===== src/rtl/rfs_pkg.sv =====
package rfs_pkg;
  typedef enum logic [1:0] {
    SLOT_IDLE    = 2'd0,
    SLOT_LOAD    = 2'd1,
    SLOT_XFER    = 2'd2,
    SLOT_REFRESH = 2'd3
  } slot_use_e;
endpackage


===== src/rtl/rfs_round_timer.sv =====
module rfs_round_timer #(
  parameter int unsigned INTV_BL4 = 60,
  parameter int unsigned INTV_BL8 = 39
) (
  input  logic clk,
  input  logic rst_n,
  input  logic round_tick,
  input  logic burst8,
  output logic due
);
  localparam int unsigned IMAX = (INTV_BL4 > INTV_BL8) ? INTV_BL4 : INTV_BL8;
  localparam int unsigned CW   = $clog2(IMAX + 1);

  logic [CW-1:0] cnt_q, cnt_d, last;
  logic          at_end;

  always_comb begin
    last   = burst8 ? CW'(INTV_BL8 - 1) : CW'(INTV_BL4 - 1);
    at_end = (cnt_q >= last);
    due    = round_tick && at_end;
    cnt_d  = cnt_q;
    if (round_tick) cnt_d = at_end ? '0 : cnt_q + CW'(1);
  end

  always_ff @(posedge clk or negedge rst_n) begin
    if (!rst_n)          cnt_q <= '0;
    else if (round_tick) cnt_q <= cnt_d;
  end

  // due only on a tick, spacing restarts from zero
  p_due_restart_r2: assert property (@(posedge clk) disable iff (!rst_n)
    due |=> (cnt_q == '0));
endmodule


===== src/rtl/rfs_row_sweep.sv =====
module rfs_row_sweep #(
  parameter int unsigned ROWS = 8192
) (
  input  logic                     clk,
  input  logic                     rst_n,
  input  logic                     adv,
  output logic [$clog2(ROWS)-1:0]  row,
  output logic                     bank
);
  localparam int unsigned RW = $clog2(ROWS);

  logic [RW-1:0] row_q, row_d;
  logic          bank_q, bank_d;
  logic          wrap;

  always_comb begin
    wrap   = (row_q == RW'(ROWS - 1));
    row_d  = wrap ? '0 : row_q + RW'(1);
    bank_d = wrap ? ~bank_q : bank_q;
  end

  always_ff @(posedge clk or negedge rst_n) begin
    if (!rst_n) begin
      row_q  <= '0;
      bank_q <= 1'b0;
    end else if (adv) begin
      row_q  <= row_d;
      bank_q <= bank_d;
    end
  end

  assign row  = row_q;
  assign bank = bank_q;

  p_row_step_r7: assert property (@(posedge clk) disable iff (!rst_n)
    (adv && row_q != RW'(ROWS - 1)) |=> (row_q == $past(row_q) + RW'(1)) && $stable(bank_q));
  p_bank_flip_r7: assert property (@(posedge clk) disable iff (!rst_n)
    (adv && row_q == RW'(ROWS - 1)) |=> (row_q == '0) && (bank_q != $past(bank_q)));
endmodule


===== src/rtl/rfs_owed_track.sv =====
module rfs_owed_track
  import rfs_pkg::*;
#(
  parameter int unsigned OWED_MAX     = 3,
  parameter int unsigned DEADLINE_CYC = 20000
) (
  input  logic clk,
  input  logic rst_n,
  input  logic due,
  input  logic slot,
  input  logic load,
  input  logic dma,
  output logic grant,
  output logic err
);
  localparam int unsigned CW = $clog2(OWED_MAX + 2);
  localparam int unsigned AW = $clog2(DEADLINE_CYC + 2);

  logic [CW-1:0] owed_q, owed_d;
  logic [AW-1:0] age_q, age_d;
  logic          err_q, err_d;
  logic          sat;
  slot_use_e     use_s;

  always_comb begin
    use_s = SLOT_IDLE;
    if (slot) begin
      if (load)                                           use_s = SLOT_LOAD;
      else if (owed_q != '0 && (!dma || owed_q >= CW'(2))) use_s = SLOT_REFRESH;
      else if (dma)                                       use_s = SLOT_XFER;
    end
    grant  = (use_s == SLOT_REFRESH);
    sat    = (owed_q == CW'(OWED_MAX + 1));
    owed_d = owed_q + CW'(due && !sat) - CW'(grant);
    err_d  = err_q | (due && owed_q >= CW'(OWED_MAX));
    if (grant || owed_q == '0)             age_d = '0;
    else if (age_q != AW'(DEADLINE_CYC + 1)) age_d = age_q + AW'(1);
    else                                   age_d = age_q;
  end

  always_ff @(posedge clk or negedge rst_n) begin
    if (!rst_n) begin
      owed_q <= '0;
      err_q  <= 1'b0;
      age_q  <= '0;
    end else begin
      owed_q <= owed_d;
      err_q  <= err_d;
      age_q  <= age_d;
    end
  end

  assign err = err_q;

  p_grant_in_slot_r9: assert property (@(posedge clk) disable iff (!rst_n)
    grant |-> slot);
  p_load_wins_r4: assert property (@(posedge clk) disable iff (!rst_n)
    (slot && load) |-> !grant);
  p_err_sticky_r8: assert property (@(posedge clk) disable iff (!rst_n)
    err_q |=> err_q);
  p_owed_bound_r8: assert property (@(posedge clk) disable iff (!rst_n)
    !err_q |-> (owed_q <= CW'(OWED_MAX)));
  p_defer_bounded_r5: assert property (@(posedge clk) disable iff (!rst_n || err_q)
    age_q <= AW'(DEADLINE_CYC));
endmodule


===== src/rtl/mrefresh_sched.sv =====
module mrefresh_sched #(
  parameter int unsigned NUM_RES      = 4,
  parameter int unsigned ROWS         = 8192,
  parameter int unsigned INTV_BL4     = 60,
  parameter int unsigned INTV_BL8     = 39,
  parameter int unsigned OWED_MAX     = 3,
  parameter int unsigned DEADLINE_CYC = 20000,
  localparam int unsigned ROW_W       = $clog2(ROWS)
) (
  input  logic                     clk,
  input  logic                     rst_n,
  input  logic                     round_tick,
  input  logic                     burst8,
  input  logic [NUM_RES-1:0]       slot_tick,
  input  logic [NUM_RES-1:0]       load_req,
  input  logic [NUM_RES-1:0]       dma_busy,
  output logic [NUM_RES-1:0]       ref_grant,
  output logic [NUM_RES-1:0]       ref_bank,
  output logic [NUM_RES*ROW_W-1:0] ref_row,
  output logic [NUM_RES-1:0]       owed_err
);
  logic due;

  rfs_round_timer #(.INTV_BL4(INTV_BL4), .INTV_BL8(INTV_BL8)) u_timer (
    .clk(clk), .rst_n(rst_n), .round_tick(round_tick), .burst8(burst8), .due(due)
  );

  for (genvar r = 0; r < NUM_RES; r++) begin : g_res
    logic gnt;

    rfs_owed_track #(.OWED_MAX(OWED_MAX), .DEADLINE_CYC(DEADLINE_CYC)) u_owed (
      .clk(clk), .rst_n(rst_n), .due(due), .slot(slot_tick[r]),
      .load(load_req[r]), .dma(dma_busy[r]), .grant(gnt), .err(owed_err[r])
    );

    rfs_row_sweep #(.ROWS(ROWS)) u_sweep (
      .clk(clk), .rst_n(rst_n), .adv(gnt),
      .row(ref_row[r*ROW_W +: ROW_W]), .bank(ref_bank[r])
    );

    assign ref_grant[r] = gnt;
  end
endmodule


===== config.mk =====
export PLATFORM = sky130hd
export DESIGN_NAME = mrefresh_sched
export DESIGN_NICKNAME = d
export VERILOG_FILES = /design/src/rtl/rfs_pkg.sv /design/src/rtl/rfs_round_timer.sv /design/src/rtl/rfs_row_sweep.sv /design/src/rtl/rfs_owed_track.sv /design/src/rtl/mrefresh_sched.sv
export SDC_FILE = /design/constraint.sdc
export NUM_CORES = 1
export LEC_CHECK = 0
export ABC_CLOCK_PERIOD_IN_PS = 2300
export BUFFER_PORTS_ARGS = -buffer_cell sky130_fd_sc_hd__buf_2
export CAP_MARGIN = 0
export CORE_MARGIN = 8
export CORE_UTILIZATION = 30
export CTS_CLUSTER_SIZE = 8
export DETAILED_ROUTE_END_ITERATION = 16
export PLACE_DENSITY = 0.53
export SYNTH_ARGS = -nofsm -noshare
export SYNTH_HDL_FRONTEND = slang
export SYNTH_HIERARCHICAL = 1
export SYNTH_SLANG_ARGS = --single-unit
export TNS_END_PERCENT = 100

===== constraint.sdc =====
create_clock -name clk -period 2.3 [get_ports clk]
set_input_delay 0.46 -clock clk [delete_from_list [all_inputs] [get_ports clk]]
set_output_delay 0.46 -clock clk [all_outputs]
set_load 0.03 [all_outputs]

Word-level counts from Yosys, hierarchy flattened. Cells that the tools add are included.

Add/sub/neg operators: 13. $lt $le $gt $ge: 9. Equality and inequality tests: 12. Muxes and demuxes: 22. Bitwise gates (word level): 8. Reduce and logical (&&, ||, !) cells: 33.

Operators with widths (number): $add 13x1->13 const B (4); $eq 13x13->1 const B (4); $mux 13 (4); $mux 2 (16); $ge 3x2->1 const B (8); $logic_and 1x1->1 (13); $add 3x1->3 (4); $eq 3x3->1 const B (4); $reduce_bool 3->1 (4); $sub 3x1->3 (4); $eq 2x2->1 const B (4); $logic_not 1->1 (8); $reduce_and 2->1 (4); $add 6x1->6 const B (1); $ge 6x6->1 (1); $mux 6 (1); $mux 5 (1); $logic_or 1x1->1 (4); $not 1->1 (4); $or 1x1->1 (4).

Bits in registers: 78. Bits of input ports: 16. Logic and storage cells: 114.

Logic depth before layout (Yosys ltp).
Depth in word-level cells: 8. Depth in mapped cells: 11.

Hierarchy. Netlist, hierarchy kept.

By module, submodules not included: rfs_row_sweep (times used 4, cells each 62, area an instance 696.9 µm², seq. area each 350.3 µm²); rfs_owed_track (times used 4, cells each 22, area an instance 244.0 µm², seq. area each 100.1 µm²); rfs_round_timer (times used 1, cells each 46, area an instance 434.2 µm², seq. area each 150.1 µm²); mrefresh_sched (times used 1, cells each 4, area an instance 30.0 µm², seq. area each 0.0 µm²).

Least setup slack after synthesis. Ideal clock, no wire load.

Kind: input to register. Start: input port burst8. End: register g_res[0].u_owed.owed_q[1]. Library setup time: 0.135 ns. Arrival: 2.469 ns. Path slack: -0.304 ns. Cell stages on the path: 10. Path through: inv_1 -> ha_1 -> and4_1 -> a221o_1 -> and3_1 -> o31ai_1 -> ha_1 -> inv_1 -> ha_1 -> fa_1.

Longest elaborated chain between the ends: 6.

Ends and longest elaborated chain: start, declared (line mrefresh_sched.sv:13) `input logic burst8,`; $mux 5 (line rfs_round_timer.sv:18) `last = burst8 ? CW'(INTV_BL8 - 1) : CW'(INTV_BL4 - 1);`; $ge 6x6->1 (line rfs_round_timer.sv:19) `at_end = (cnt_q >= last);`; $logic_and 1x1->1 (line rfs_round_timer.sv:20) `due = round_tick && at_end;`; named net due (line mrefresh_sched.sv:22) `logic due;`; $logic_and 1x1->1 (line rfs_owed_track.sv:34) `owed_d = owed_q + CW'(due && !sat) - CW'(grant);`; $add 3x1->3 (line rfs_owed_track.sv:34); $sub 3x1->3 (line rfs_owed_track.sv:34); named net g_res[0].u_owed.owed_d[1] (line rfs_owed_track.sv:19) `logic [CW-1:0] owed_q, owed_d;`; end signal, assigned (line rfs_owed_track.sv:47) `owed_q <= owed_d;`; end, declared (line rfs_owed_track.sv:19).

The timed path passes the listed nets, and every way through them passes these cells. A chain may end at the register's enable or synchronous reset.

Worst setup path in the final report.
Start: register u_timer.cnt_q[3]. End: register g_res[1].u_owed.owed_q[2].

Longest elaborated chain between the ends: 5.

Ends and longest elaborated chain: start, declared (line rfs_round_timer.sv:14) `logic [CW-1:0] cnt_q, cnt_d, last;`; start signal, assigned (line rfs_round_timer.sv:27) `else if (round_tick) cnt_q <= cnt_d;`; $ge 6x6->1 (line rfs_round_timer.sv:19); $logic_and 1x1->1 (line rfs_round_timer.sv:20); named net due (line mrefresh_sched.sv:22); $logic_and 1x1->1 (line rfs_owed_track.sv:34); $add 3x1->3 (line rfs_owed_track.sv:34); $sub 3x1->3 (line rfs_owed_track.sv:34); named net g_res[1].u_owed.owed_d[2] (line rfs_owed_track.sv:19); end signal, assigned (line rfs_owed_track.sv:47); end, declared (line rfs_owed_track.sv:19).

The timed path passes the listed nets, and every way through them passes these cells.

==> results.json <==
{
  "num_rows": 43,
  "rrSetupSlack_ns": -0.20,
  "wl_met1_um": 4580,
  "cp_slowest_cell": "dfrtp_2",
  "start_util_pct": 30.6,
  "fill_cells": 1358,
  "dieArea_mm2": 0.0181,
  "worstPathCellList": "ha_4 -> and4_1 -> a221o_1 -> and3_4 -> o31ai_2 -> ha_1 -> inv_1 -> ha_2 -> fa_2 -> xnor2_1",
  "core_area_mm2": 0.0138,
  "finalSetupViolations": 8,
  "holdBufCountCts": 0,
  "worstSetupStartpoint": "u_timer/cnt_q[3]",
  "hold_ws_ns": 0.0785,
  "drv_slew": 0,
  "clk_pin_slew_worst_paths_ns": 0.06,
  "numCtsBuffers": 9,
  "ys_seq_area_share_pct": 46.2,
  "synthFlopType": "dfrtp_1",
  "cts_root_buffer": "clkbuf_16",
  "cpPeakStageDelay_ns": 0.42,
  "fmax_mhz": 400,
  "hp-class": "in -> async",
  "pre_cts_ws_ns": -0.451,
  "num_io_pins": 80,
  "cp.arrival_ns": 2.76,
  "grt_pass1_vias": 3423,
  "ant_nets": 0,
  "fp.dieW_um": 135,
  "synth_fp_nets": 431,
  "reg2reg_from": "u_timer/cnt_q[3]",
  "p_per_area_mw_per_mm2": 1130,
  "endpoint": "g_res[1].u_owed/owed_q[2]",
  "nNetsFinal": 538,
  "wl_met2_um": 4780,
  "drc": 0,
  "final_common_cell": "dfrtp_1",
  "track_usage_pct": 11.7,
  "max_cap_viol_count": 0,
  "power_leakage_uw": 0.00265,
  "grt_pass1_wl_um": 17200,
  "h-tree-depth": 3,
  "io_buffers": 79,
  "netlist_instances": 386,
  "drive_gt1_share_pct": 34.3,
  "violations": "setup timing",
  "maxUsedRoutingLayer": "met4",
  "grt_start_max_net_pins": 42,
  "setup_slack_ns": -0.203,
  "avgRoutedWirePerCell_um": 14.7,
  "peakVddDrop_mv": 0.579,
  "finalHoldViolations": 0,
  "tightest_slew_ns": 0.519,
  "area_delta_synth_final_pct": 28.9,
  "clk_latency_ns": 0.34,
  "n_antenna_cell": 0,
  "slew_headroom_pct": 65.4,
  "clock-sinks": 78,
  "vias_per_cell": 4.86,
  "cp-start-kind": "flop",
  "wl_met3_um": 395,
  "cts_tree": "built",
  "synth_area_mm2": 0.00423,
  "drt_iter0_drc": 118,
  "async_reset_ff_share_pct": 100,
  "min_period_over_period_pct": 109,
  "routabilityCongestion": 0.784,
  "synth_edf_count": 0,
  "rsz0062_at_grt": "yes",
  "chipHeight_um": 135,
  "hpwl_um": 7520,
  "worstPathMaxFanout": 7,
  "layout_common_cells": "76 x dfrtp_1, 75 x buf_2, 31 x inv_1",
  "timing.rr.end": "g_res[1].u_owed/owed_q[2]",
  "required_ns": 2.55,
  "r2r_cells": 10,
  "critPathKind": "reg -> reg",
  "drtPass1Iterations": 4,
  "synth_seq_cells": 78,
  "endpoint_kind": "flop",
  "clock_path_buffers": 2,
  "yosysWarningCount": 6,
  "period_minus_slack_ns": 2.50,
  "status": "finished, violations left",
  "num_vias": 3296,
  "antenna_found_initial": 0,
  "fin_skew_ns": 0.00668,
  "power_uw": 6160,
  "syn_area_per_cell_um2": 11.0,
  "totalWireLength_um": 9970,
  "utilization_pct": 39.4,
  "synth.distinct_cells": 40,
  "gr-total-overflow": 0
}
[through the flow]
step / setup TNS [ns] / area [um^2] / std cells
final: -1.50 / 5450 / 678
after global routing: -2.44 / 5450 / 678
after CTS: -1.60 / 5380 / 674
after detailed placement: -3.71 / 5020 / 654
after global placement: -2.86 / 5020 / 654
after floorplan: -1.15 / 4310 / 386
[state kept, by name, summed over array words and instances (netlist names)]
signal,flops
g_res.u_sweep/row,52
u_timer/cnt_q,6
g_res.u_sweep/bank,4
g_res.u_owed/err,4
g_res.u_owed/owed_q,12
[repair_timing]
item,4_1_cts,5_1_grt
gates resized for setup,6,14
setup buffers,4,5
endpoints found under the hold margin,0,0
pin swaps,9,9
endpoints found under the setup margin,10,19
[critical path, delay by kind of cell, from the launching register on]
family | cells | cell delay, ns
adders and majority gates | 4 | 1.05
and+or+nand+nor | 2 | 0.47
DFF | 1 | 0.42
AOI/OAI and AO/OA | 2 | 0.26
xor gates and xnor gates | 1 | 0.18
buffers and inverters | 1 | 0.04
[layer usage]
layer,vias up,GRT usage [%]
li1,1612,-
met1,1608,14.4
met4,0,6.55
met3,11,2.27
met2,65,18.6
met5,-,0
[synthesized netlist by cell type, drive strengths merged, types with 6 or more instances]
cell type / count / share of area, %
o21ai: 16 / 2.0
inv: 34 / 3.0
o22ai: 6 / 1.2
nand3: 14 / 1.7
ha: 25 / 7.4
dfrtp: 78 / 46
xor2: 20 / 4.1
nand2: 21 / 1.9
nand4: 28 / 7.3
or4: 8 / 1.4
nor2: 20 / 1.8
xnor2: 16 / 3.3
o31ai: 12 / 2.1
buf: 8 / 1.2
or3: 8 / 1.2
nor3: 13 / 1.5
a21oi: 20 / 2.4
[final cells by class]
cell class              count  area, um^2  share of cell area [%]
inverters                  34         133                    2.43
flip-flops and latches     78        1950                    35.9
well taps                 180         225                    4.13
repair buffers            105         624                    11.5
clock buffers              11         253                    4.64
clock inverters             5        56.3                    1.03
multi-input cells         265        2200                    40.4
[worst min path at each step]
stage | startpoint | endpoint | slack (ns) | cells past startpoint
6_report | rst_n | g_res[3].u_sweep/row[4] | 0.08 | 1
5_1_grt | rst_n | g_res[3].u_sweep/row[8] | 0.12 | 1
4_1_cts | rst_n | g_res[3].u_sweep/row[8] | 0.10 | 1
3_5_place_dp | g_res[1].u_sweep/bank | g_res[1].u_sweep/bank | 0.46 | 1
3_3_place_gp | g_res[3].u_sweep/bank | g_res[3].u_sweep/bank | 0.45 | 1
2_1_floorplan | rst_n | g_res[0].u_owed/err | 0.16 | 0
[logic make-up after synthesis]
| logic type | Yosys count | synth area share (%) |
|---|---|---|
| adder cells (fa/ha/maj) | 29 | 9.29 |
| flip-flops | 78 | 46.2 |
| AND/OR/NAND/NOR | 128 | 21.3 |
| multiplexers | 5 | 1.21 |
| buffers and inverters | 43 | 4.29 |
| XOR/XNOR | 36 | 7.46 |
| AO/OA/AOI/OAI | 67 | 10.2 |
[report_power, final]
part	switching [uW]	internal, uW	total (uW)	leakage, uW
Sequential	610	1760	2370	0.000991
Clock	575	899	1470	0.000152
Combinational	1330	983	2320	0.00151
Total	2520	3640	6160	0.00265
Note: power is estimated with default switching activity, not from simulation.
